File: src/rtl/alu8_pkg.sv
package alu8_pkg;
   localparam int OP_W   = 5;
   localparam int FLAG_W = 6;

   localparam int FC = 0;
   localparam int FZ = 1;
   localparam int FN = 2;
   localparam int FV = 3;
   localparam int FS = 4;
   localparam int FH = 5;

   localparam logic [FLAG_W-1:0] MASK_ALL   = 6'h3F;
   localparam logic [FLAG_W-1:0] MASK_NOH   = 6'h1F;
   localparam logic [FLAG_W-1:0] MASK_LOGIC = 6'h1E;
   localparam logic [FLAG_W-1:0] MASK_NONE  = 6'h00;

   typedef enum logic [OP_W-1:0] {
      OP_ADD  = 5'd0,
      OP_ADC  = 5'd1,
      OP_SUB  = 5'd2,
      OP_SBC  = 5'd3,
      OP_AND  = 5'd4,
      OP_OR   = 5'd5,
      OP_XOR  = 5'd6,
      OP_COM  = 5'd7,
      OP_NEG  = 5'd8,
      OP_INC  = 5'd9,
      OP_DEC  = 5'd10,
      OP_LSL  = 5'd11,
      OP_LSR  = 5'd12,
      OP_ROL  = 5'd13,
      OP_ROR  = 5'd14,
      OP_ASR  = 5'd15,
      OP_SWAP = 5'd16
   } alu_op_e;
endpackage

File: src/rtl/alu_arith.sv
module alu_arith #(
   parameter int W     = 8,
   parameter bit SPLIT = 1'b1
) (
   input  logic [W-1:0] x_i,
   input  logic [W-1:0] y_i,
   input  logic         cin_i,
   input  logic         sub_i,
   output logic [W-1:0] sum_o,
   output logic         cout_o,
   output logic         half_o,
   output logic         ovf_o
);
   localparam int HW = W / 2;

   logic [W-1:0] yy;
   logic         ci;
   logic         c_raw;
   logic         h_raw;

   assign yy = sub_i ? ~y_i : y_i;
   assign ci = sub_i ? ~cin_i : cin_i;

   generate
      if (SPLIT) begin : g_split
         logic [HW:0]   lo;
         logic [W-HW:0] hi;
         assign lo    = {1'b0, x_i[HW-1:0]} + {1'b0, yy[HW-1:0]} + {{HW{1'b0}}, ci};
         assign hi    = {1'b0, x_i[W-1:HW]} + {1'b0, yy[W-1:HW]} + {{(W-HW){1'b0}}, lo[HW]};
         assign sum_o = {hi[W-HW-1:0], lo[HW-1:0]};
         assign c_raw = hi[W-HW];
         assign h_raw = lo[HW];
      end else begin : g_flat
         logic [W:0] full;
         logic [W-1:0] mix;
         assign full  = {1'b0, x_i} + {1'b0, yy} + {{W{1'b0}}, ci};
         assign sum_o = full[W-1:0];
         assign c_raw = full[W];
         assign mix   = x_i ^ yy ^ full[W-1:0];
         assign h_raw = mix[HW];
      end
   endgenerate

   assign cout_o = sub_i ? ~c_raw : c_raw;
   assign half_o = sub_i ? ~h_raw : h_raw;
   assign ovf_o  = (x_i[W-1] == yy[W-1]) && (sum_o[W-1] != x_i[W-1]);
endmodule

File: src/rtl/alu_logic.sv
module alu_logic
   import alu8_pkg::*;
#(
   parameter int W = 8
) (
   input  logic [W-1:0]    a_i,
   input  logic [W-1:0]    b_i,
   input  logic [OP_W-1:0] op_i,
   output logic [W-1:0]    res_o
);
   localparam int HW = W / 2;

   always_comb begin
      case (op_i)
         OP_AND:  res_o = a_i & b_i;
         OP_OR:   res_o = a_i | b_i;
         OP_XOR:  res_o = a_i ^ b_i;
         OP_COM:  res_o = ~a_i;
         OP_SWAP: res_o = {a_i[HW-1:0], a_i[W-1:HW]};
         default: res_o = a_i;
      endcase
   end
endmodule

File: src/rtl/alu_shift.sv
module alu_shift
   import alu8_pkg::*;
#(
   parameter int W = 8
) (
   input  logic [W-1:0]    a_i,
   input  logic            cin_i,
   input  logic [OP_W-1:0] op_i,
   output logic [W-1:0]    res_o,
   output logic            cout_o
);
   always_comb begin
      case (op_i)
         OP_LSL:  begin res_o = {a_i[W-2:0], 1'b0};     cout_o = a_i[W-1]; end
         OP_ROL:  begin res_o = {a_i[W-2:0], cin_i};    cout_o = a_i[W-1]; end
         OP_LSR:  begin res_o = {1'b0, a_i[W-1:1]};     cout_o = a_i[0];   end
         OP_ROR:  begin res_o = {cin_i, a_i[W-1:1]};    cout_o = a_i[0];   end
         OP_ASR:  begin res_o = {a_i[W-1], a_i[W-1:1]}; cout_o = a_i[0];   end
         default: begin res_o = a_i;                    cout_o = cin_i;    end
      endcase
   end
endmodule

File: src/rtl/alu8_flagged.sv
module alu8_flagged
   import alu8_pkg::*;
#(
   parameter int DATA_W      = 8,
   parameter bit SPLIT_ADDER = 1'b1
) (
   input  logic              clk,
   input  logic              rst_n,
   input  logic [4:0]        op_i,
   input  logic [DATA_W-1:0] a_i,
   input  logic [DATA_W-1:0] b_i,
   input  logic              exec_i,
   output logic [DATA_W-1:0] res_o,
   output logic [5:0]        flags_o,
   output logic [5:0]        fmask_o,
   output logic [5:0]        status_o
);
   localparam int MSB = DATA_W - 1;

   generate
      if (DATA_W < 4 || (DATA_W % 2) != 0) begin : g_bad_width
         $error("alu8_flagged: DATA_W must be even and at least 4");
      end
   endgenerate

   logic [DATA_W-1:0] ar_x, ar_y, ar_sum, lg_res, sh_res;
   logic              ar_cin, ar_sub, ar_c, ar_h, ar_v, sh_c;
   logic              c_in;
   logic              n_new, z_new, c_new, v_new, h_new;
   logic [DATA_W-1:0] res;
   logic [5:0]        mask;
   logic [5:0]        st_q;

   assign c_in = st_q[FC];

   // operand steering into the shared adder
   always_comb begin
      ar_x   = a_i;
      ar_y   = b_i;
      ar_cin = 1'b0;
      ar_sub = 1'b0;
      case (op_i)
         OP_ADC: ar_cin = c_in;
         OP_SUB: ar_sub = 1'b1;
         OP_SBC: begin ar_sub = 1'b1; ar_cin = c_in; end
         OP_NEG: begin ar_sub = 1'b1; ar_x = '0; ar_y = a_i; end
         OP_INC: ar_y = DATA_W'(1);
         OP_DEC: begin ar_sub = 1'b1; ar_y = DATA_W'(1); end
         default: ;
      endcase
   end

   alu_arith #(.W(DATA_W), .SPLIT(SPLIT_ADDER)) arith_i (
      .x_i(ar_x), .y_i(ar_y), .cin_i(ar_cin), .sub_i(ar_sub),
      .sum_o(ar_sum), .cout_o(ar_c), .half_o(ar_h), .ovf_o(ar_v)
   );

   alu_logic #(.W(DATA_W)) logic_i (
      .a_i(a_i), .b_i(b_i), .op_i(op_i), .res_o(lg_res)
   );

   alu_shift #(.W(DATA_W)) shift_i (
      .a_i(a_i), .cin_i(c_in), .op_i(op_i), .res_o(sh_res), .cout_o(sh_c)
   );

   // result and flag selection
   always_comb begin
      res   = a_i;
      c_new = c_in;
      h_new = st_q[FH];
      v_new = 1'b0;
      mask  = MASK_NONE;
      case (op_i)
         OP_ADD, OP_ADC, OP_SUB, OP_SBC, OP_NEG: begin
            res = ar_sum; c_new = ar_c; h_new = ar_h; v_new = ar_v; mask = MASK_ALL;
         end
         OP_INC, OP_DEC: begin
            res = ar_sum; v_new = ar_v; mask = MASK_LOGIC;
         end
         OP_AND, OP_OR, OP_XOR: begin
            res = lg_res; mask = MASK_LOGIC;
         end
         OP_COM: begin
            res = lg_res; c_new = 1'b1; mask = MASK_NOH;
         end
         OP_SWAP: res = lg_res;
         OP_LSL, OP_LSR, OP_ROL, OP_ROR, OP_ASR: begin
            res = sh_res; c_new = sh_c; v_new = sh_res[MSB] ^ sh_c; mask = MASK_NOH;
         end
         default: ;
      endcase
   end

   assign n_new = res[MSB];
   assign z_new = (res == '0);

   assign res_o   = res;
   assign flags_o = {h_new, n_new ^ v_new, v_new, n_new, z_new, c_new};
   assign fmask_o = mask;

   always_ff @(posedge clk or negedge rst_n) begin
      if (!rst_n)      st_q <= '0;
      else if (exec_i) st_q <= (st_q & ~mask) | (flags_o & mask);
   end

   assign status_o = st_q;
endmodule

File: config.mk
export PLATFORM = sky130hd
export DESIGN_NAME = alu8_flagged
export DESIGN_NICKNAME = d
export VERILOG_FILES = /design/src/rtl/alu8_pkg.sv /design/src/rtl/alu_arith.sv /design/src/rtl/alu_logic.sv /design/src/rtl/alu_shift.sv /design/src/rtl/alu8_flagged.sv
export SDC_FILE = /design/constraint.sdc
export NUM_CORES = 1
export LEC_CHECK = 0
export BUFFER_PORTS_ARGS = -buffer_cell sky130_fd_sc_hd__clkbuf_2
export CAP_MARGIN = 40
export CELL_PAD_IN_SITES_DETAIL_PLACEMENT = 2
export CELL_PAD_IN_SITES_GLOBAL_PLACEMENT = 2
export CORE_MARGIN = 2
export CORE_UTILIZATION = 33
export DETAILED_ROUTE_END_ITERATION = 10
export PLACE_DENSITY_LB_ADDON = 0.1
export SETUP_SLACK_MARGIN = 0.5
export SLEW_MARGIN = 5
export SYNTH_ARGS = -nofsm -noshare
export SYNTH_HDL_FRONTEND = slang
export SYNTH_SLANG_ARGS = --single-unit
File: constraint.sdc
create_clock -name clk -period 16.4 [get_ports clk]
set_input_delay 1.64 -clock clk [delete_from_list [all_inputs] [get_ports clk]]
set_output_delay 1.64 -clock clk [all_outputs]
set_load 0.02 [all_outputs]
==> flow_summary.yaml, run 1 <==
drt:
  num_vias: 2145
  antenna_left: 0
  drt_wl_total_mm: 7.488
  vias_per_cell: 5.690
  drc: 0
  drtIter0Drc: 79
  drtPass1Iterations: 4
  wl_per_cell_um: 19.86
clocking:
  postCtsHoldBufs: 0
  clk_latency_ns: 0.23
  cts_tree: "done"
  cts_sinks: 6
  ctsResizeCount: 0
  post_cts_buffers: 0
  cts_root_buffer: "clkbuf_8"
  path_clk_slew_ns: 0.03
  cts_max_level: 1
  cts_max_path_buffers: 2
  cts_buffers: 3
yosys:
  synth.largest_area_cell: "ha_1"
  ys_ff_latch: 6
  yosys_warnings: 0
  syn_area_um2: 2038
  synth_cells: 270
  synth_top_area_share_pct: 13.51
  avgSynthCellArea_um2: 7.549
  seq_area_frac_synth_pct: 7.366
  syn_nets: 320
  synth_ff_type: "dfrtp_1"
  synthDistinctLibCells: 61
  synthArstFlopShare_pct: 100.0
  synth_edf_count: 0
  synthTopCellsByArea: "ha_1 14%, dfrtp_1 7.4%, nand2_1 5.2%"
timing:
  fin_tns_setup_ns: 0
  fin_crit_sh_pct: 50.29
  clock_skew_ns: 0.002562
  tightest_slew_ns: 0.8778
  setup_ws_ns: 8.152
  hold_viol: 0
  slew_violations: 0
  fmax_mhz: 121.2
  period_needed_ns: 8.248
  rsz0062_at_grt: "no"
  slew_headroom_pct: 40.68
  setup_viol_count_final: 0
pwr:
  leakage_nw: 1.099
  powerDensity_nw_per_um2: 60.84
  peakVddDrop_v: 0.00004036
floorplanning:
  rows: 28
  pin_count: 50
  coreArea_um2: 5956
  dieArea_um2: 6821
  dieHeight_um: 82.59
  chipWidth_um: 82.59
  initial_utilization_pct: 34.22
critical_path:
  critPathMaxFanout: 35
  crit_arrival_ns: 6.61
  endpoint_kind: "primary output"
  path_cells: "clkbuf_2, and2b_1, a21oi_1, a21oi_1, a21oi_1, or3_1, fa_1, fa_1, nor2b_1, o21ai_0, nand2b_1, fa_1, fa_1, a221oi_1, or4bb_1, or3_4, nor2_1, clkbuf_2"
  crit_buf_inv: 2
  cpMostUsedCell: "fa_1"
  cp.required_ns: 14.76
  start_kind: "primary input"
  cpPeakStageDelay_ns: 0.58
  crit_path_top_delay_cell: "clkbuf_2"
  cpLargestDelayFamily: "simple AND/OR/NAND/NOR gates"
  crit_type: "in -> out"
placement:
  io_buffers: 49
  place_inst: 374
  preCtsSetupSlack_ns: 8.158
  gp_congestion: 0.7874
  dp_hpwl_mm: 5.860
outcome:
  status: "finished clean"
grt:
  antenna_found_initial: 0
  grtUsageTotal_pct: 23.26
  first_global_vias: 2263
  grt_pass1_wl_mm: 11.94
  grt_max_degree: 36
  overflow: 0
final_layout:
  drive_gt1_share_pct: 25.17
  area_growth_pct: 12.58
  layout.nets: 354
  antenna_cells: 0
  final_core_util_pct: 38.53
  fin_cells: 377
flow_run:
  drv_cap: 0
hold_path:
  hold_class: "reg -> reg"
==> layer usage <==
layer  wire length (µm)  GRT usage (%)  vias to the layer above
li1                   -              -                     1024
met1               3326          30.17                     1042
met2               3691          41.53                       66
met3                286         0.6522                       13
met4                183          7.377                        0
met5                  0              0                        -
==> cell families after synthesis <==
logic type,count (synthesis),synth area share [%]
AO/OA/AOI/OAI,67,22.71
XOR/XNOR,15,6.445
adder cells (fa/ha/maj),26,17.43
buffers and inverters,51,12.89
flip-flops,6,7.366
multiplexers,12,7.428
AND/OR/NAND/NOR,93,25.72
==> power by group <==
group	switching (W)	internal, W
Clock	0.00000685	0.0000158
Combinational	0.0000584	0.0000354
Sequential	0.00000467	0.0000185
==> layout by cell type (no fill, tap or decap), types with 5 or more instances in the layout <==
master	count
xnor2_1	11
nor2_1	16
o21ai_0	14
nor2b_1	8
dfrtp_1	6
ha_1	22
nand2_1	28
mux2i_1	5
a221oi_1	5
inv_1	25
a21oi_1	13
mux2_2	5
clkbuf_2	49
nor3_1	6
a22oi_1	8
==> synthesized netlist by cell type (2+ instances only) <==
master,instances
a2111oi_0,2
a211oi_1,3
a21o_1,2
a21oi_1,13
a221oi_1,5
a22o_1,3
a22oi_1,8
a31oi_1,3
buf_2,6
buf_4,11
buf_6,3
clkbuf_1,4
dfrtp_1,6
fa_1,4
ha_1,22
inv_1,25
inv_2,2
mux2_2,5
mux2i_1,5
mux4_2,2
nand2_1,28
nand2b_1,4
nand3_1,4
nand3b_1,2
nand4_1,2
nor2_1,16
nor2b_1,8
nor3_1,6
nor3b_1,3
nor4_2,2
nor4b_1,2
o21ai_0,14
o21ai_1,2
o22ai_1,2
or3_1,2
xnor2_1,11
xor2_1,4
==> worst reg2reg max path, cell delays in order (launching register included) <==
cell and delay, ns:
dfrtp_1 0.50, a21oi_1 0.11, a21oi_1 0.13, a21oi_1 0.06, or3_1 0.37, fa_1 0.42, fa_1 0.40, nor2b_1 0.16
o21ai_0 0.10, nand2b_1 0.17, fa_1 0.26, fa_1 0.42, a221oi_1 0.31, or4bb_1 0.45, or3_4 0.41, o31ai_2 0.25
==> final timing paths <==
path / slack (ns) / endpoint / from / depth (start not counted)
setup / recovery: 8.15 / flags_o[1] / op_i[0] / 18
hold / removal: 0.50 / flip-flop / flip-flop / 2
setup reg to reg: 11.78 / flip-flop / flip-flop / 15
hold reg to reg: 0.50 / flip-flop / flip-flop / 2
max in group asynchronous: 15.01 / async pin / rst_n / 1
min in group asynchronous: 1.23 / async pin / rst_n / 1
==> through the flow <==
step           hold WS [ns]  area (µm²)   power [W]
6_report             0.5003        2295   0.0001396
4_1_cts              0.5008        2295   0.0001412
5_1_grt              0.5389        2295   0.0001528
3_3_place_gp         0.4633        2237   0.0001146
2_1_floorplan        0.5817        2038  0.00009094
3_5_place_dp         0.4931        2253   0.0001178
==> area by class of cell <==
cell class	instances	area, µm²
multi-input cells	213	1632
inverters	27	101.3
repair buffers	53	276.5
fillers	728	3661
flip-flops and latches	6	150.1
clock buffers	3	41.29
well taps	75	93.84
(Power assumes the default switching activity.)
==> run 2: changes to the inputs <==
Settings changed: ABC_AREA set to 1, CORE_UTILIZATION 33 to 27.
Clock period 16.4 ns to 8.31 ns, I/O delays scaled along.
==> flow_summary.yaml, run 2 <==
drt:
  drtPass1Iterations: 4
  vias_per_cell: 4.856
  drc: 0
  drt_wl_total_mm: 8.089
  top_layer: "met4"
  met3WireLength_um: 295
  antenna_left: 0
  drtIter0Drc: 93
  drt-met1-wl_mm: 3.789
  wl_per_cell_um: 16.68
  num_vias: 2355
  wl_met2_mm: 3.950
grt:
  grt_pass1_wl_mm: 12.77
  first_global_vias: 2381
  grtUsageTotal_pct: 21.31
  antenna_found_initial: 0
  grt_max_degree: 14
  overflow: 0
final_layout:
  mostFrequentLayoutCells: "107 x nand2_1, 49 x clkbuf_2, 48 x inv_1"
  antenna_cells: 0
  drive_gt1_share_pct: 20.73
  final_common_cell: "nand2_1"
  final_core_util_pct: 32.26
  fillers: 952
  multiInputGateArea_um2: 1519
  area_growth_pct: 17.09
  layout.nets: 438
  seq_area_um2: 150.1
pwr:
  p_int_w: 0.0001203
  peakVddDrop_v: 0.00002896
  clockPowerShare_pct: 17.1
  pwr-share-comb_pct: 66.2
  powerDensity_nw_per_um2: 108.0
  p_sw_w: 0.0001297
  leakage_nw: 1.319
  seqPwrFrac_pct: 16.6
  swShare_pct: 51.87
yosys:
  synthArstFlopShare_pct: 100.0
  synth_top_area_share_pct: 20.32
  synthDistinctLibCells: 33
  synth_most_common_cell: "nand2_1"
  ys_ff_latch: 6
  syn_nets: 394
  synth_ff_type: "dfrtp_1"
  yosys_warnings: 0
  syn_area_um2: 1977
  synth.largest_area_cell: "nand2_1"
  synth_common_cells: "107 x nand2_1, 48 x inv_1, 34 x nor2_1, 25 x nand3_1, 22 x ha_1"
  seq_area_frac_synth_pct: 7.595
  synth_cells: 344
  synth_edf_count: 0
  avgSynthCellArea_um2: 5.747
  synthTopCellsByArea: "nand2_1 20%, ha_1 14%, inv_1 9.1%"
critical_path:
  crit_type: "in -> out"
  crit_arrival_ns: 4.77
  endpoint_kind: "primary output"
  critPathMaxFanout: 9
  start_kind: "primary input"
  cp.required_ns: 7.48
timing:
  fin_tns_setup_ns: 0
  fin_crit_sh_pct: 67.46
  fin_hold_ws_ns: 0.4326
  rsz0062_at_grt: "no"
  hold_viol: 0
  fmax_mhz: 178.4
  setup_viol_count_final: 0
  slew_violations: 0
  slew_headroom_pct: 55.14
  tightest_slew_ns: 0.6705
  period_needed_ns: 5.606
  clock_skew_ns: 0.0009593
hold_path:
  hold_class: "in -> async"
clocking:
  cts_tree: "done"
  post_cts_buffers: 0
  cts_sinks: 6
  postCtsHoldBufs: 0
  cts_max_path_buffers: 2
  cts_max_level: 1
  path_clk_slew_ns: 0.04
  cts_buffers: 3
  cts_root_buffer: "clkbuf_8"
  ctsResizeCount: 0
  clk_latency_ns: 0.22
flow_run:
  drv_cap: 0
floorplanning:
  initial_utilization_pct: 27.55
  chipWidth_um: 89.57
  rows: 31
  dieHeight_um: 89.57
  pin_count: 50
  dieArea_um2: 8022
  coreArea_um2: 7176
placement:
  gp_congestion: 0.8308
  io_buffers: 49
  dp_hpwl_mm: 6.762
outcome:
  status: "finished clean"
-- run 2: final timing paths --
| path | from | depth (start not counted) | slack [ns] | to |
|---|---|---|---|---|
| setup reg to reg | flip-flop | 14 | 4.77 | flip-flop |
| max in group asynchronous | rst_n | 1 | 7.73 | async pin |
| hold reg to reg | flip-flop | 2 | 0.49 | flip-flop |
| min in group clk | flip-flop | 2 | 0.49 | flip-flop |
| setup / recovery | op_i[1] | 19 | 2.70 | flags_o[1] |
| hold / removal | rst_n | 1 | 0.43 | async pin |
-- run 2: power by group through the flow --
| stage | Clock, W | Combinational, W | Sequential (W) |
|---|---|---|---|
| 2_1_floorplan | 0 | 0.000111 | 0.0000448 |
| 3_3_place_gp | 0 | 0.000163 | 0.0000409 |
| 3_5_place_dp | 0 | 0.000166 | 0.0000421 |
| 4_1_cts | 0.0000439 | 0.000168 | 0.0000417 |
| 5_1_grt | 0.0000466 | 0.000188 | 0.0000424 |
| 6_report | 0.0000429 | 0.000166 | 0.0000416 |
-- run 2: stage by stage --
step	cells	power, W	setup slack, ns	instance area (µm²)
floorplan	344	0.0001557	3.395	1977
global placement	482	0.0002035	2.888	2273
detailed placement	482	0.0002083	2.703	2273
CTS	485	0.0002534	2.726	2315
global route	485	0.0002766	2.333	2315
finish	485	0.0002500	2.704	2315
-- run 2: logic make-up (layout without fill, tap and decap cells) --
| family | count (synthesis) | after routing | share of synthesized area (%) |
|---|---|---|---|
| fa+ha+maj | 26 | 26 | 17.97 |
| simple gates | 197 | 197 | 43.86 |
| flops | 6 | 6 | 7.595 |
| compound gates | 30 | 30 | 9.241 |
| buf+inv | 72 | 114 | 15.57 |
| xor+xnor | 13 | 13 | 5.760 |
-- run 2: critical path, stage by stage --
cell and delay [ns]:
clkbuf_2 0.13, nor2_2 0.22, inv_2 0.10, nor2_4 0.27
inv_2 0.15, o22ai_1 0.17, xor2_1 0.11, fa_1 0.44
fa_1 0.41, o21ai_0 0.37, fa_1 0.30, fa_1 0.42
nand2_1 0.08, nand4_1 0.10, nor2_1 0.14, nand2_1 0.09
nor2_1 0.13, and2_1 0.15, clkbuf_2 0.17
-- run 2: layout make-up --
cell class,instances,area share (%)
flip-flops and latches,6,6.486
multi-input cells,266,65.62
well taps,99,5.351
repair buffers,49,10.59
clock buffers,3,1.784
inverters,62,10.16
-- run 2: metal layers --
layer / vias up / GRT usage [%]
met5: - / 0
met4: 0 / 3.392
met3: 6 / 1.293
met2: 45 / 37.63
met1: 1140 / 28.85
li1: 1164 / -
